--- config.mk ---
export PLATFORM = sky130hd
export DESIGN_NAME = spi_reg_slave
export DESIGN_NICKNAME = d
export VERILOG_FILES = /design/src/rtl/spi_reg_pkg.sv /design/src/rtl/spi_reg_sync.sv /design/src/rtl/spi_reg_ctrl.sv /design/src/rtl/spi_reg_dpath.sv /design/src/rtl/spi_reg_slave.sv
export SDC_FILE = /design/constraint.sdc
export NUM_CORES = 1
export LEC_CHECK = 0
export BUFFER_PORTS_ARGS = -buffer_cell sky130_fd_sc_hd__buf_2
export CORE_ASPECT_RATIO = 0.8
export CORE_UTILIZATION = 40
export CTS_CLUSTER_DIAMETER = 80
export DETAILED_ROUTE_END_ITERATION = 8
export PLACE_DENSITY = 0.71
export SYNTH_ARGS = -nofsm -noshare
export SYNTH_HDL_FRONTEND = slang
export SYNTH_SLANG_ARGS = --single-unit
--- constraint.sdc ---
create_clock -name clk -period 3.18 [get_ports clk]
set_input_delay 0.159 -clock clk [delete_from_list [all_inputs] [get_ports clk]]
set_output_delay 0.159 -clock clk [all_outputs]
set_load 0.005 [all_outputs]
--- src/rtl/spi_reg_pkg.sv ---
package spi_reg_pkg;

  typedef enum logic [1:0] {
    ST_CMD   = 2'd0,
    ST_WRITE = 2'd1,
    ST_READ  = 2'd2,
    ST_SKIP  = 2'd3
  } xferState_t;

  // strobes from control to datapath, one clock wide each
  typedef struct packed {
    logic shiftIn;   // take one MOSI bit
    logic loadAddr;  // capture start address from command byte
    logic commitWr;  // issue a register write for the completed byte
    logic loadTx;    // fetch next register and present its MSB
    logic shiftTx;   // present next bit of the current byte
    logic clrOut;    // force MISO low
  } strobe_t;

endpackage

--- src/rtl/spi_reg_sync.sv ---
module spi_reg_sync #(
  parameter int STAGES = 2
) (
  input  logic clk,
  input  logic rstN,
  input  logic sckIn,
  input  logic mosiIn,
  input  logic selIn,
  output logic mosiS,
  output logic selS,
  output logic sckRise,
  output logic sckFall
);
  localparam int NSIG = 3;

  logic [NSIG-1:0] rawIn;
  logic [NSIG-1:0] synced;
  logic            sckPrev;

  assign rawIn = {selIn, mosiIn, sckIn};

  for (genvar g = 0; g < NSIG; g++) begin : gSync
    logic [STAGES-1:0] chain;
    always_ff @(posedge clk) begin
      if (!rstN) chain <= '0;
      else       chain <= {chain[STAGES-2:0], rawIn[g]};
    end
    assign synced[g] = chain[STAGES-1];
  end

  always_ff @(posedge clk) begin
    if (!rstN) sckPrev <= 1'b0;
    else       sckPrev <= synced[0];
  end

  assign mosiS   = synced[1];
  assign selS    = synced[2];
  // edges only count while select is seen high; select falling wins a tie
  assign sckRise = selS &  synced[0] & ~sckPrev;
  assign sckFall = selS & ~synced[0] &  sckPrev;

endmodule

--- src/rtl/spi_reg_ctrl.sv ---
module spi_reg_ctrl
  import spi_reg_pkg::*;
#(
  parameter int DATA_W = 8
) (
  input  logic       clk,
  input  logic       rstN,
  input  logic       selS,
  input  logic       sckRise,
  input  logic       sckFall,
  input  logic       cmdMark,
  input  logic       cmdRead,
  output strobe_t    strb,
  output xferState_t state
);
  localparam int CNT_W = $clog2(DATA_W);
  localparam logic [CNT_W-1:0] LAST_BIT = CNT_W'(DATA_W - 1);

  logic [CNT_W-1:0] bitCnt;
  logic             byteEnd;

  assign byteEnd = sckRise && (bitCnt == LAST_BIT);

  always_ff @(posedge clk) begin
    if (!rstN || !selS) begin
      state  <= ST_CMD;
      bitCnt <= '0;
    end else begin
      if (sckRise) bitCnt <= byteEnd ? '0 : bitCnt + 1'b1;
      if (byteEnd && state == ST_CMD) begin
        if (!cmdMark)     state <= ST_SKIP;
        else if (cmdRead) state <= ST_READ;
        else              state <= ST_WRITE;
      end
    end
  end

  always_comb begin
    strb          = '0;
    strb.shiftIn  = sckRise;
    strb.loadAddr = byteEnd && state == ST_CMD && cmdMark;
    strb.commitWr = byteEnd && state == ST_WRITE;
    strb.loadTx   = sckFall && state == ST_READ && bitCnt == '0;
    strb.shiftTx  = sckFall && state == ST_READ && bitCnt != '0;
    strb.clrOut   = !selS || state != ST_READ;
  end

endmodule

--- src/rtl/spi_reg_dpath.sv ---
module spi_reg_dpath
  import spi_reg_pkg::*;
#(
  parameter int ADDR_W = 4,
  parameter int DATA_W = 8
) (
  input  logic              clk,
  input  logic              rstN,
  input  logic              mosiS,
  input  strobe_t           strb,
  input  logic [DATA_W-1:0] regRdata,
  output logic [DATA_W-1:0] rxByte,
  output logic [ADDR_W-1:0] regRaddr,
  output logic              regWe,
  output logic [ADDR_W-1:0] regWaddr,
  output logic [DATA_W-1:0] regWdata,
  output logic              miso
);
  logic [DATA_W-2:0] rxShift;
  logic [DATA_W-2:0] txShift;
  logic [ADDR_W-1:0] addr;

  assign rxByte   = {rxShift, mosiS};
  assign regRaddr = addr;

  always_ff @(posedge clk) begin
    if (!rstN) rxShift <= '0;
    else if (strb.shiftIn) rxShift <= rxByte[DATA_W-2:0];
  end

  always_ff @(posedge clk) begin
    if (!rstN) addr <= '0;
    else if (strb.loadAddr) addr <= rxByte[ADDR_W-1:0];
    else if (strb.commitWr || strb.loadTx) addr <= addr + 1'b1;
  end

  always_ff @(posedge clk) begin
    if (!rstN) begin
      regWe    <= 1'b0;
      regWaddr <= '0;
      regWdata <= '0;
    end else begin
      regWe <= strb.commitWr;
      if (strb.commitWr) begin
        regWaddr <= addr;
        regWdata <= rxByte;
      end
    end
  end

  always_ff @(posedge clk) begin
    if (!rstN) begin
      miso    <= 1'b0;
      txShift <= '0;
    end else if (strb.clrOut) begin
      miso    <= 1'b0;
    end else if (strb.loadTx) begin
      miso    <= regRdata[DATA_W-1];
      txShift <= regRdata[DATA_W-2:0];
    end else if (strb.shiftTx) begin
      miso    <= txShift[DATA_W-2];
      txShift <= {txShift[DATA_W-3:0], 1'b0};
    end
  end

endmodule

--- src/rtl/spi_reg_slave.sv ---
module spi_reg_slave
  import spi_reg_pkg::*;
#(
  parameter int ADDR_W      = 4,
  parameter int DATA_W      = 8,
  parameter int SYNC_STAGES = 2,
  parameter int MARK_BIT    = 4
) (
  input  logic              clk,
  input  logic              rstN,
  input  logic              spiSck,
  input  logic              spiMosi,
  input  logic              spiSel,
  output logic              spiMiso,
  output logic [ADDR_W-1:0] regRaddr,
  input  logic [DATA_W-1:0] regRdata,
  output logic              regWe,
  output logic [ADDR_W-1:0] regWaddr,
  output logic [DATA_W-1:0] regWdata
);
  localparam int RD_BIT = DATA_W - 1;

  logic              mosiS, selS, sckRise, sckFall;
  logic [DATA_W-1:0] rxByte;
  strobe_t           strb;
  xferState_t        ctrlState;

  spi_reg_sync #(.STAGES(SYNC_STAGES)) uSync (
    .clk(clk), .rstN(rstN), .sckIn(spiSck), .mosiIn(spiMosi), .selIn(spiSel),
    .mosiS(mosiS), .selS(selS), .sckRise(sckRise), .sckFall(sckFall)
  );

  spi_reg_ctrl #(.DATA_W(DATA_W)) uCtrl (
    .clk(clk), .rstN(rstN), .selS(selS), .sckRise(sckRise), .sckFall(sckFall),
    .cmdMark(rxByte[MARK_BIT]), .cmdRead(rxByte[RD_BIT]),
    .strb(strb), .state(ctrlState)
  );

  spi_reg_dpath #(.ADDR_W(ADDR_W), .DATA_W(DATA_W)) uDpath (
    .clk(clk), .rstN(rstN), .mosiS(mosiS), .strb(strb), .regRdata(regRdata),
    .rxByte(rxByte), .regRaddr(regRaddr), .regWe(regWe), .regWaddr(regWaddr),
    .regWdata(regWdata), .miso(spiMiso)
  );

endmodule

---- Word-level counts from Yosys, hierarchy flattened ----
Index checks and enable logic that the tools add are counted.
word-level totals
  logic and storage cells ................. 55
  ROM bits ................................ 0
  memories ................................ 0
  register bits ........................... 44
  bits in writable memories ............... 0
  bits in latches ......................... 0
  output and inout bits ................... 18
  bits of input ports ..................... 13
cells by class
  magnitude comparators ................... 0
  divide/modulo/power cells ............... 0
  multiplexer cells ....................... 9
  bitwise logic cells ..................... 8
  reduce and logical (&&, ||, !) cells .... 19
  multiply operators ...................... 0
  equal/unequal tests ..................... 4
  shifts and indexed selects .............. 0
  add/sub/neg operators ................... 2
operators with widths
  cell                                           count
  two-way mux 7 bit                              2
  two-way mux 4 bit                              2
  logical AND 1 bit                              7
  adder 4 x 1 -> 4 bit, second input constant    1
  bitwise AND 1 bit                              4
  two-way mux 2 bit                              2
  inverter 1 bit                                 4
  nonzero test 2 bit                             2
  adder 3 x 1 -> 3 bit, second input constant    1
  == test 3 bit, second input constant           1
  logical NOT 3 bit                              1
  logical OR 1 bit                               3
  two-way mux 3 bit                              1
  nonzero test 3 bit                             1
  == test 2 x 1 -> 1 bit, second input constant  1
  == test 2 bit, second input constant           1
  logical NOT 1 bit                              2
  logical NOT 2 bit                              1
  two-way mux 1 bit                              2
  != test 2 bit, second input constant           1
  AND reduction 2 bit                            1
  OR reduction 2 bit                             1

---- Logic depth before layout (Yosys ltp) ----
Gate-level depths: netlist (run 1).
  depth in word-level cells ............... 8
  mapped depth ............................ 8
  gate-level depth less buffers ........... 6

---- By module ----
From an unflattened synthesis (run 1), not the netlist that was laid out.
second synthesis, totals
  cells, all modules ...................... 178
  area, all modules ....................... 1841.8 sq um
modules (own cells, without submodules)
  module         cells an instance  area each (sq um)  sequential area each (sq um)  instances
  spi_reg_dpath  126                1337.5             640.6                         1
  spi_reg_ctrl   36                 302.8              100.1                         1
  spi_reg_sync   16                 201.4              140.1                         1

---- Least setup slack after synthesis (run 1) ----
No wires, ideal clock.
  path kind ............................... register to register
  from .................................... register uCtrl.bitCnt[0]
  to ...................................... register uDpath.addr[2], in the netlist uDpath.regRaddr[2]
  buffers on the path ..................... 1
  path slack .............................. 1327 ps
  setup time .............................. 62 ps
  arrival time ............................ 1791 ps
  data required time ...................... 3118 ps
  period minus slack after synthesis ...... 1853 ps
  stages on the path, launching flop included .. 8
  path through ............................ dfxtp_1 ha_1 ha_1 and2b_4 and3_4 buf_6 or4_1 nand3_1
on the way
  word-level cells in the longest chain between the ends .. 5
  elaborated cells on any way between the ends .. 10
  classes of those cells .................. eq/ne (1); mux (1); reduce/logical (8)
RTL lines
  element                                                  line                                     RTL
  from (decl)                                              spi_reg_ctrl.sv:19                       logic [CNT_W-1:0] bitCnt;
  from (signal assigned)                                   spi_reg_ctrl.sv:29                       if (sckRise) bitCnt <= byteEnd ? '0 : bitCnt + 1'b1;
  == test 3 bit                                            spi_reg_ctrl.sv:22                       assign byteEnd = sckRise && (bitCnt == LAST_BIT);
  logical AND 1 bit                                        spi_reg_ctrl.sv:22
  logical AND 1 bit, on equally long branches              spi_reg_ctrl.sv:41, spi_reg_ctrl.sv:42
  logical AND 1 bit or logical OR 1 bit (tied branches)    spi_reg_ctrl.sv:41, spi_reg_dpath.sv:34
  two-way mux 4 bit or nonzero test 2 bit (tied branches)  --
  to (signal assigned)                                     spi_reg_dpath.sv:33                      else if (strb.loadAddr) addr <= rxByte[ADDR_W-1:0];
  to (signal assigned)                                     spi_reg_dpath.sv:34                      else if (strb.commitWr || strb.loadTx) addr <= addr + 1'b1;
  to (decl)                                                spi_reg_dpath.sv:21                      logic [ADDR_W-1:0] addr;
Several ways; a longest one is shown, not always the timed one.
A chain may end at the register's enable or synchronous reset.

---- Worst setup path in the final report (run 1) ----
  from .................................... register uCtrl.bitCnt[0]
  to ...................................... register uDpath.addr[3], in the netlist uDpath.regRaddr[3]
Same word-level chain as after synthesis.

==> results by group, run 1 <==
Status
  • Status: complete, no violations

Power
  • Clk pwr share: a little under two fifths
  • Max VDD drop: around 0.00022 V
  • Leak Pwr: around 0.00096 uW
  • Gate power share: approximately 2.8%
  • Net Sw Frac: around 23%
  • Net switching power: between 200 and 250 uW
  • Cell Int Power: 720 uW
  • Cell Pwr Density: ~430 mW/mm^2
  • Sequential power share: ~60%

Finish
  • Final #Nets: ~250
  • Fin util: ~47%
  • Share of cells above drive strength 1: between 10% and 20%
  • Filler Cells Inserted: between 400 and 500
  • Multi-input logic area: roughly 930 sq um
  • # diodes: 0
  • Register area: 881 sq um
  • Most used cells in the layout excluding fill and tap cells: nand2_1 (51), dfxtp_1 (44), buf_2 (30)
  • Final Non-Filler Cells: 296
  • Area Growth Syn to Fin: 12.7%
  • Most common cell after layout, fill and taps aside: nand2_1

Timing
  • Hold_ws: 0.0580 ns
  • Slew Viols, Final: 0
  • RSZ-0062 raised after global routing: false
  • Slew headroom: about 44%
  • Clock skew: approximately 0.0038 ns
  • Slew at the pin with the worst max-slew slack: about 0.84 ns
  • F_max: around 460 MHz
  • Final Hold Fails: 0
  • Fin crit share: between 60% and 70%
  • Setup WS post-layout: between 1 and 1.5 ns
  • Min Tclk post-route: around 2.2 ns
  • Sum Neg Setup Slack: 0 ns
  • Final setup fails: 0

Die
  • Core Box Area: 0.00457 sq mm
  • Number of I/O pins: 31
  • Std-Cell Rows: 22
  • Initial Utilization: between 40% and 50%
  • Die area: approximately 0.0050 sq mm
  • Die X: 79.1 microns
  • Die height: approximately 64 microns

Clock tree
  • Clk slew on worst S/H paths: 0.08 ns
  • TritonCTS clock tree: built
  • TritonCTS buffer count: 5
  • Setup Buffers After CTS: 0
  • Resized Gates After CTS: 0
  • Clk Latency, worst-skew pair: ~0.3 ns
  • Clock sinks: between 40 and 50
  • Clock Tree Root: clkbuf_8
  • Clock buffer depth: 2
  • # hold bufs at CTS: 0
  • H-tree depth: 2

Synthesis
  • Yosys warns: 0
  • Cell taking the most area after synthesis: dfxtp_1
  • #FFs+latches synth: 44
  • Post-Synthesis Net Count: 229
  • Number of synthesized flops with an enable pin: 0
  • Post-synthesis async set-or-reset flop share: 0%
  • Share of the yosys chip area belonging to registers: between 40% and 50%
  • Top cells by area, synth: dfxtp_1 (46%), nand2_1 (10%), mux2i_1 (4.2%), a21boi_0 (3.9%), a21boi_1 (3.9%)
  • Post-synth top flop: dfxtp_1
  • Syn Area/Cell: about 9 sq um
  • Yosys cell types: 34
  • Cell area after synthesis: 0.00190 sq mm
  • Synth Instances: roughly 210
  • Yosys top cell area share: between 40% and 50%

GRT
  • Antenna violations before repair: 0
  • Global Route Usage Sum: between 10% and 20%
  • Largest net degree at the start of global routing: 48
  • Gr ovfl total: 0
  • Vias in the first global route: 1,292
  • First-pass GRT wire length: between 5 and 6 mm

Place
  • Placed wire-length estimate: between 2 and 2.5 mm
  • IO Port Bufs: 30
  • Placement Setup Slack: ~1.0 ns
  • Gp weighted congestion: 0.719
  • Inst Count DP: 288

Routing
  • Metal2 WL: around 1.4 mm
  • Initial DRC Count: between 40 and 50
  • DR WL/cell: 11.4 microns
  • Post-Route WL: 3.37 mm
  • TritonRoute pass-1 iters: 4
  • Total number of vias: around 1,500
  • DR vias/cell: ~5
  • Antenna-violating nets left: 0
  • DR DRC count: 0
  • Met1 wire length: between 1.5 and 2 mm
  • Top Layer Used: met4
  • Met3 wire length: 160 microns

Setup path
  • Worst Path Arrival: about 2.4 ns
  • Type of origin of the critical path: flop
  • CP max FO: 9
  • Crit Path Class: flop to flop
  • Crit. End Element: flop
  • Req. time, crit path: approximately 3.4 ns
  • R2r setup slk: 1.01 ns

Hold path
  • HP Class: primary input to flop

Flow run
  • # Max-Cap Violations: 0
[metrics by stage]
stage | instance area, sq um | power, uW
after floorplan | 1900 | 586
after global placement | 2060 | 596
after detailed placement | 2060 | 596
after CTS | 2140 | 945
after global routing | 2140 | 965
final | 2140 | 931
[per-layer routing]
metal / vias to the layer above / track usage [%]
li1: 767 / -
met1: 660 / 19.5
met2: 32 / 21.7
met3: 6 / 4.35
met4: 0 / 7.50
met5: - / 0
[cells in the mapped netlist (5+ instances only)]
library cell	count
clkbuf_1	9
a21boi_0	10
a21oi_1	5
a21boi_1	10
nor2_1	6
mux2i_1	8
nand2_1	51
o211a_1	7
nand3_1	7
dfxtp_1	44
and2_1	9
[worst max-delay path: stages, from the launching register on]
cell	delay, ns
dfxtp_1	0.34
inv_1	0.06
ha_1	0.13
nor2b_1	0.67
and3_1	0.43
nor4_1	0.08
or3_1	0.34
[flip-flops by register name (all words and copies together), names as in the netlist]
| register | count |
|---|---|
| uDpath.rxShift | 7 |
| uDpath.regWaddr | 4 |
| uDpath.txShift | 7 |
| uDpath.miso | 1 |
| uCtrl.state | 2 |
| uDpath.regWe | 1 |
| uCtrl.bitCnt | 3 |
| uSync.gSync.chain | 6 |
| uDpath.regWdata | 8 |
| uSync.sckPrev | 1 |
| uDpath.regRaddr | 4 |
[area by class of cell]
| type | instances | share of cell area (%) |
|---|---|---|
| well taps | 60 | 3.50 |
| clock inverters | 3 | 0.876 |
| inverters | 4 | 0.701 |
| repair buffers | 30 | 7.01 |
| flip-flops and latches | 44 | 41.1 |
| multi-input cells | 150 | 43.6 |
| clock buffers | 5 | 3.21 |
[power by group through the flow]
stage / registers, uW / clock network, uW / logic, uW
detailed placement: 569 / 0 / 26.3
finish: 556 / 348 / 26.0
floorplan: 569 / 0 / 16.9
global placement: 569 / 0 / 26.3
CTS: 556 / 362 / 26.3
global route: 557 / 379 / 29.2
[kinds of logic (layout without fill, tap and decap cells)]
| group | count (synthesis) | after routing | synth area share (%) |
|---|---|---|---|
| AOI/OAI and AO/OA | 40 | 40 | 16.2 |
| adders and majority gates | 4 | 4 | 2.63 |
| buffers and inverters | 18 | 42 | 4.54 |
| DFF | 44 | 44 | 46.3 |
| muxes | 8 | 8 | 4.21 |
| and+or+nand+nor | 98 | 98 | 26.1 |
[worst paths after layout]
check             cells past startpoint                    start                 endpoint
setup reg to reg                      6          uCtrl.bitCnt[0]       uDpath.regRaddr[3]
hold reg to reg                       1  uSync.gSync[2].chain[0]  uSync.gSync[2].chain[1]
setup / recovery                      6          uCtrl.bitCnt[0]       uDpath.regRaddr[3]
hold / removal                        2                   spiSel  uSync.gSync[2].chain[0]
(Power assumes the default switching activity.)
==> run 2, diff against run 1 <==
--- a/config.mk
+++ b/config.mk
@@ -10,7 +10,7 @@
 export CORE_UTILIZATION = 40
 export CTS_CLUSTER_DIAMETER = 80
 export DETAILED_ROUTE_END_ITERATION = 8
-export PLACE_DENSITY = 0.71
+export PLACE_DENSITY = 0.73
 export SYNTH_ARGS = -nofsm -noshare
 export SYNTH_HDL_FRONTEND = slang
 export SYNTH_SLANG_ARGS = --single-unit
==> constraint.sdc (replaced) <==
create_clock -name clk -period 1.9 [get_ports clk]
set_input_delay 0.095 -clock clk [delete_from_list [all_inputs] [get_ports clk]]
set_output_delay 0.095 -clock clk [all_outputs]
set_load 0.005 [all_outputs]
==> results by group, run 2 (synthesized netlist as in run 1, its figures left out) <==
Status
  • Status: complete, no violations

Finish
  • Max FFs per register: 8
  • Final #Nets: around 260
  • # diodes: 0
  • Most used cells in the layout excluding fill and tap cells: nand2_1 (51), dfxtp_1 (43), buf_2 (30)
  • Most common cell after layout, fill and taps aside: nand2_1
  • Top reg by flops: uDpath.regWdata
  • Filler Cells Inserted: between 400 and 500
  • Top flop regs: uDpath.regWdata (8), uDpath.rxShift (7), uDpath.txShift (7)
  • Area Growth Syn to Fin: 17.2%
  • Share of cells above drive strength 1: ~20%

Hold path
  • Beginning of the worst hold path: regRdata[0]
  • HP Class: primary input to flop

Routing
  • Post-Route WL: 3.63 mm
  • Total number of vias: around 1,500
  • DR DRC count: 0
  • TritonRoute pass-1 iters: 4
  • Antenna-violating nets left: 0
  • Initial DRC Count: around 110
  • DR vias/cell: 4.97
  • DR WL/cell: approximately 12 microns

Timing
  • Clock skew: between 0.004 and 0.005 ns
  • Slew Viols, Final: 0
  • F_max: approximately 550 MHz
  • Final setup fails: 0
  • Min Tclk post-route: about 1.8 ns
  • Hold_ws: around 0.057 ns
  • Sum Neg Setup Slack: 0 ns
  • Slew headroom: 67.4%
  • RSZ-0062 raised after global routing: false
  • Fin crit share: around 96%
  • Final Hold Fails: 0
  • Slew at the pin with the worst max-slew slack: about 0.49 ns

Die
  • Die X: a little under 80 microns
  • Std-Cell Rows: 22
  • Core Box Area: 0.00457 sq mm
  • Number of I/O pins: 31
  • Die area: roughly 0.0050 sq mm
  • Initial Utilization: around two fifths
  • Die height: about 64 microns

Setup path
  • RR Startpoint: uCtrl.bitCnt[0]
  • Type of origin of the critical path: flop
  • Worst Path Arrival: between 2 and 2.5 ns
  • Req. time, crit path: roughly 2.1 ns
  • CP Launch Point: uCtrl.bitCnt[0]
  • R2r setup slk: slightly below 0.08 ns
  • Crit Path Class: flop to flop
  • CP max FO: 14
  • Crit. End Element: flop

Power
  • Gate power share: 3.2%
  • Max VDD drop: a little under 0.0005 V
  • Cell Pwr Density: just over 700 mW/mm^2
  • Net switching power: about 330 uW
  • Clk pwr share: 38.0%
  • Net Sw Frac: between 20% and 30%
  • Sequential power share: between 50% and 60%
  • Total power: between 1500 and 2000 uW
  • Cell Int Power: about 1200 uW
  • Leak Pwr: 0.000997 uW

Flow run
  • # Max-Cap Violations: 0

GRT
  • Largest net degree at the start of global routing: 31
  • Vias in the first global route: 1,368
  • First-pass GRT wire length: 6.16 mm
  • Antenna violations before repair: 0
  • Global Route Usage Sum: 16.0%
  • Gr ovfl total: 0

Place
  • Placed wire-length estimate: between 2 and 2.5 mm
  • IO Port Bufs: 30
  • Gp weighted congestion: between 0.7 and 0.8

Clock tree
  • Setup Buffers After CTS: 0
  • Clock Tree Root: clkbuf_8
  • Clock sinks: 44
  • Clock buffer depth: 2
  • Clk Latency, worst-skew pair: around 0.3 ns
  • TritonCTS buffer count: 5
  • TritonCTS clock tree: built
  • H-tree depth: 2
  • Clk slew on worst S/H paths: approximately 0.080 ns
[run 2: changes by cell type in the layout (fill, tap and decap cells not counted)]
cell	change
clkinv_4	-1
clkinv_2	-2
buf_4	+6
clkbuf_8	+1
clkbuf_1	+1
clkinvlp_4	+1
ha_2	+1
ha_1	-1
dlygate4sd3_1	+3
dfxtp_2	+1
dfxtp_1	-1
[run 2: per-layer routing]
metal / share of wire, % / GRT usage (%) / up-vias / wire [microns]
met3: 5.0 / 4.35 / 8 / 182
met5: 0 / 0 / - / 0
met2: 43 / 23.5 / 37 / 1550
li1: - / - / 785 / -
met1: 50 / 21.2 / 685 / 1820
met4: 1.9 / 8.18 / 0 / 69
[run 2: power by group through the flow]
stage | combinational [uW] | clock [uW] | sequential, uW
after global placement | 45.6 | 0 | 953
final | 49.9 | 602 | 931
after global routing | 56.0 | 676 | 933
after floorplan | 28.4 | 0 | 952
after CTS | 50.5 | 627 | 931
after detailed placement | 45.7 | 0 | 953
[run 2: final cells by class]
cell class	instances	area (sq um)	share of cell area (%)
multi-input cells	150	937	42.1
flip-flops and latches	44	882	39.6
repair buffers	39	225	10.1
clock buffers	7	86.3	3.87
well taps	60	75.1	3.37
inverters	4	15.0	0.674
clock inverters	1	7.51	0.337
[run 2: worst max-delay path: stages, from the launching register on]
cell	delay, ns
dfxtp_2	0.34
ha_1	0.20
ha_2	0.20
and2b_4	0.18
and3_4	0.22
o211a_1	0.22
or3_1	0.36
[run 2: final timing paths]
path	endpoint	cells past startpoint
setup reg to reg	uDpath.regRaddr[3]	6
hold reg to reg	uSync.gSync[0].chain[1]	1
hold / removal	uDpath.txShift[0]	3
setup / recovery	uDpath.regRaddr[3]	6
[run 2: metrics by stage]
stage          util (%)  std cells  area, sq um  setup slack, ns
6_report           48.8        305         2230           0.0793
5_1_grt            48.8        305         2230           0.0118
3_3_place_gp       46.0        294         2100           0.0863
2_1_floorplan         -        212         1900           0.0474
4_1_cts            48.7        305         2220           0.0241
3_5_place_dp       46.0        294         2100           0.0364
[run 2: timing repair]
| action | in CTS | in global routing |
|---|---|---|
| gates resized for setup | 0 | 2 |
| hold buffers | 3 | 0 |
| setup endpoints to repair | 0 | 3 |
| hold endpoints to repair | 3 | 0 |
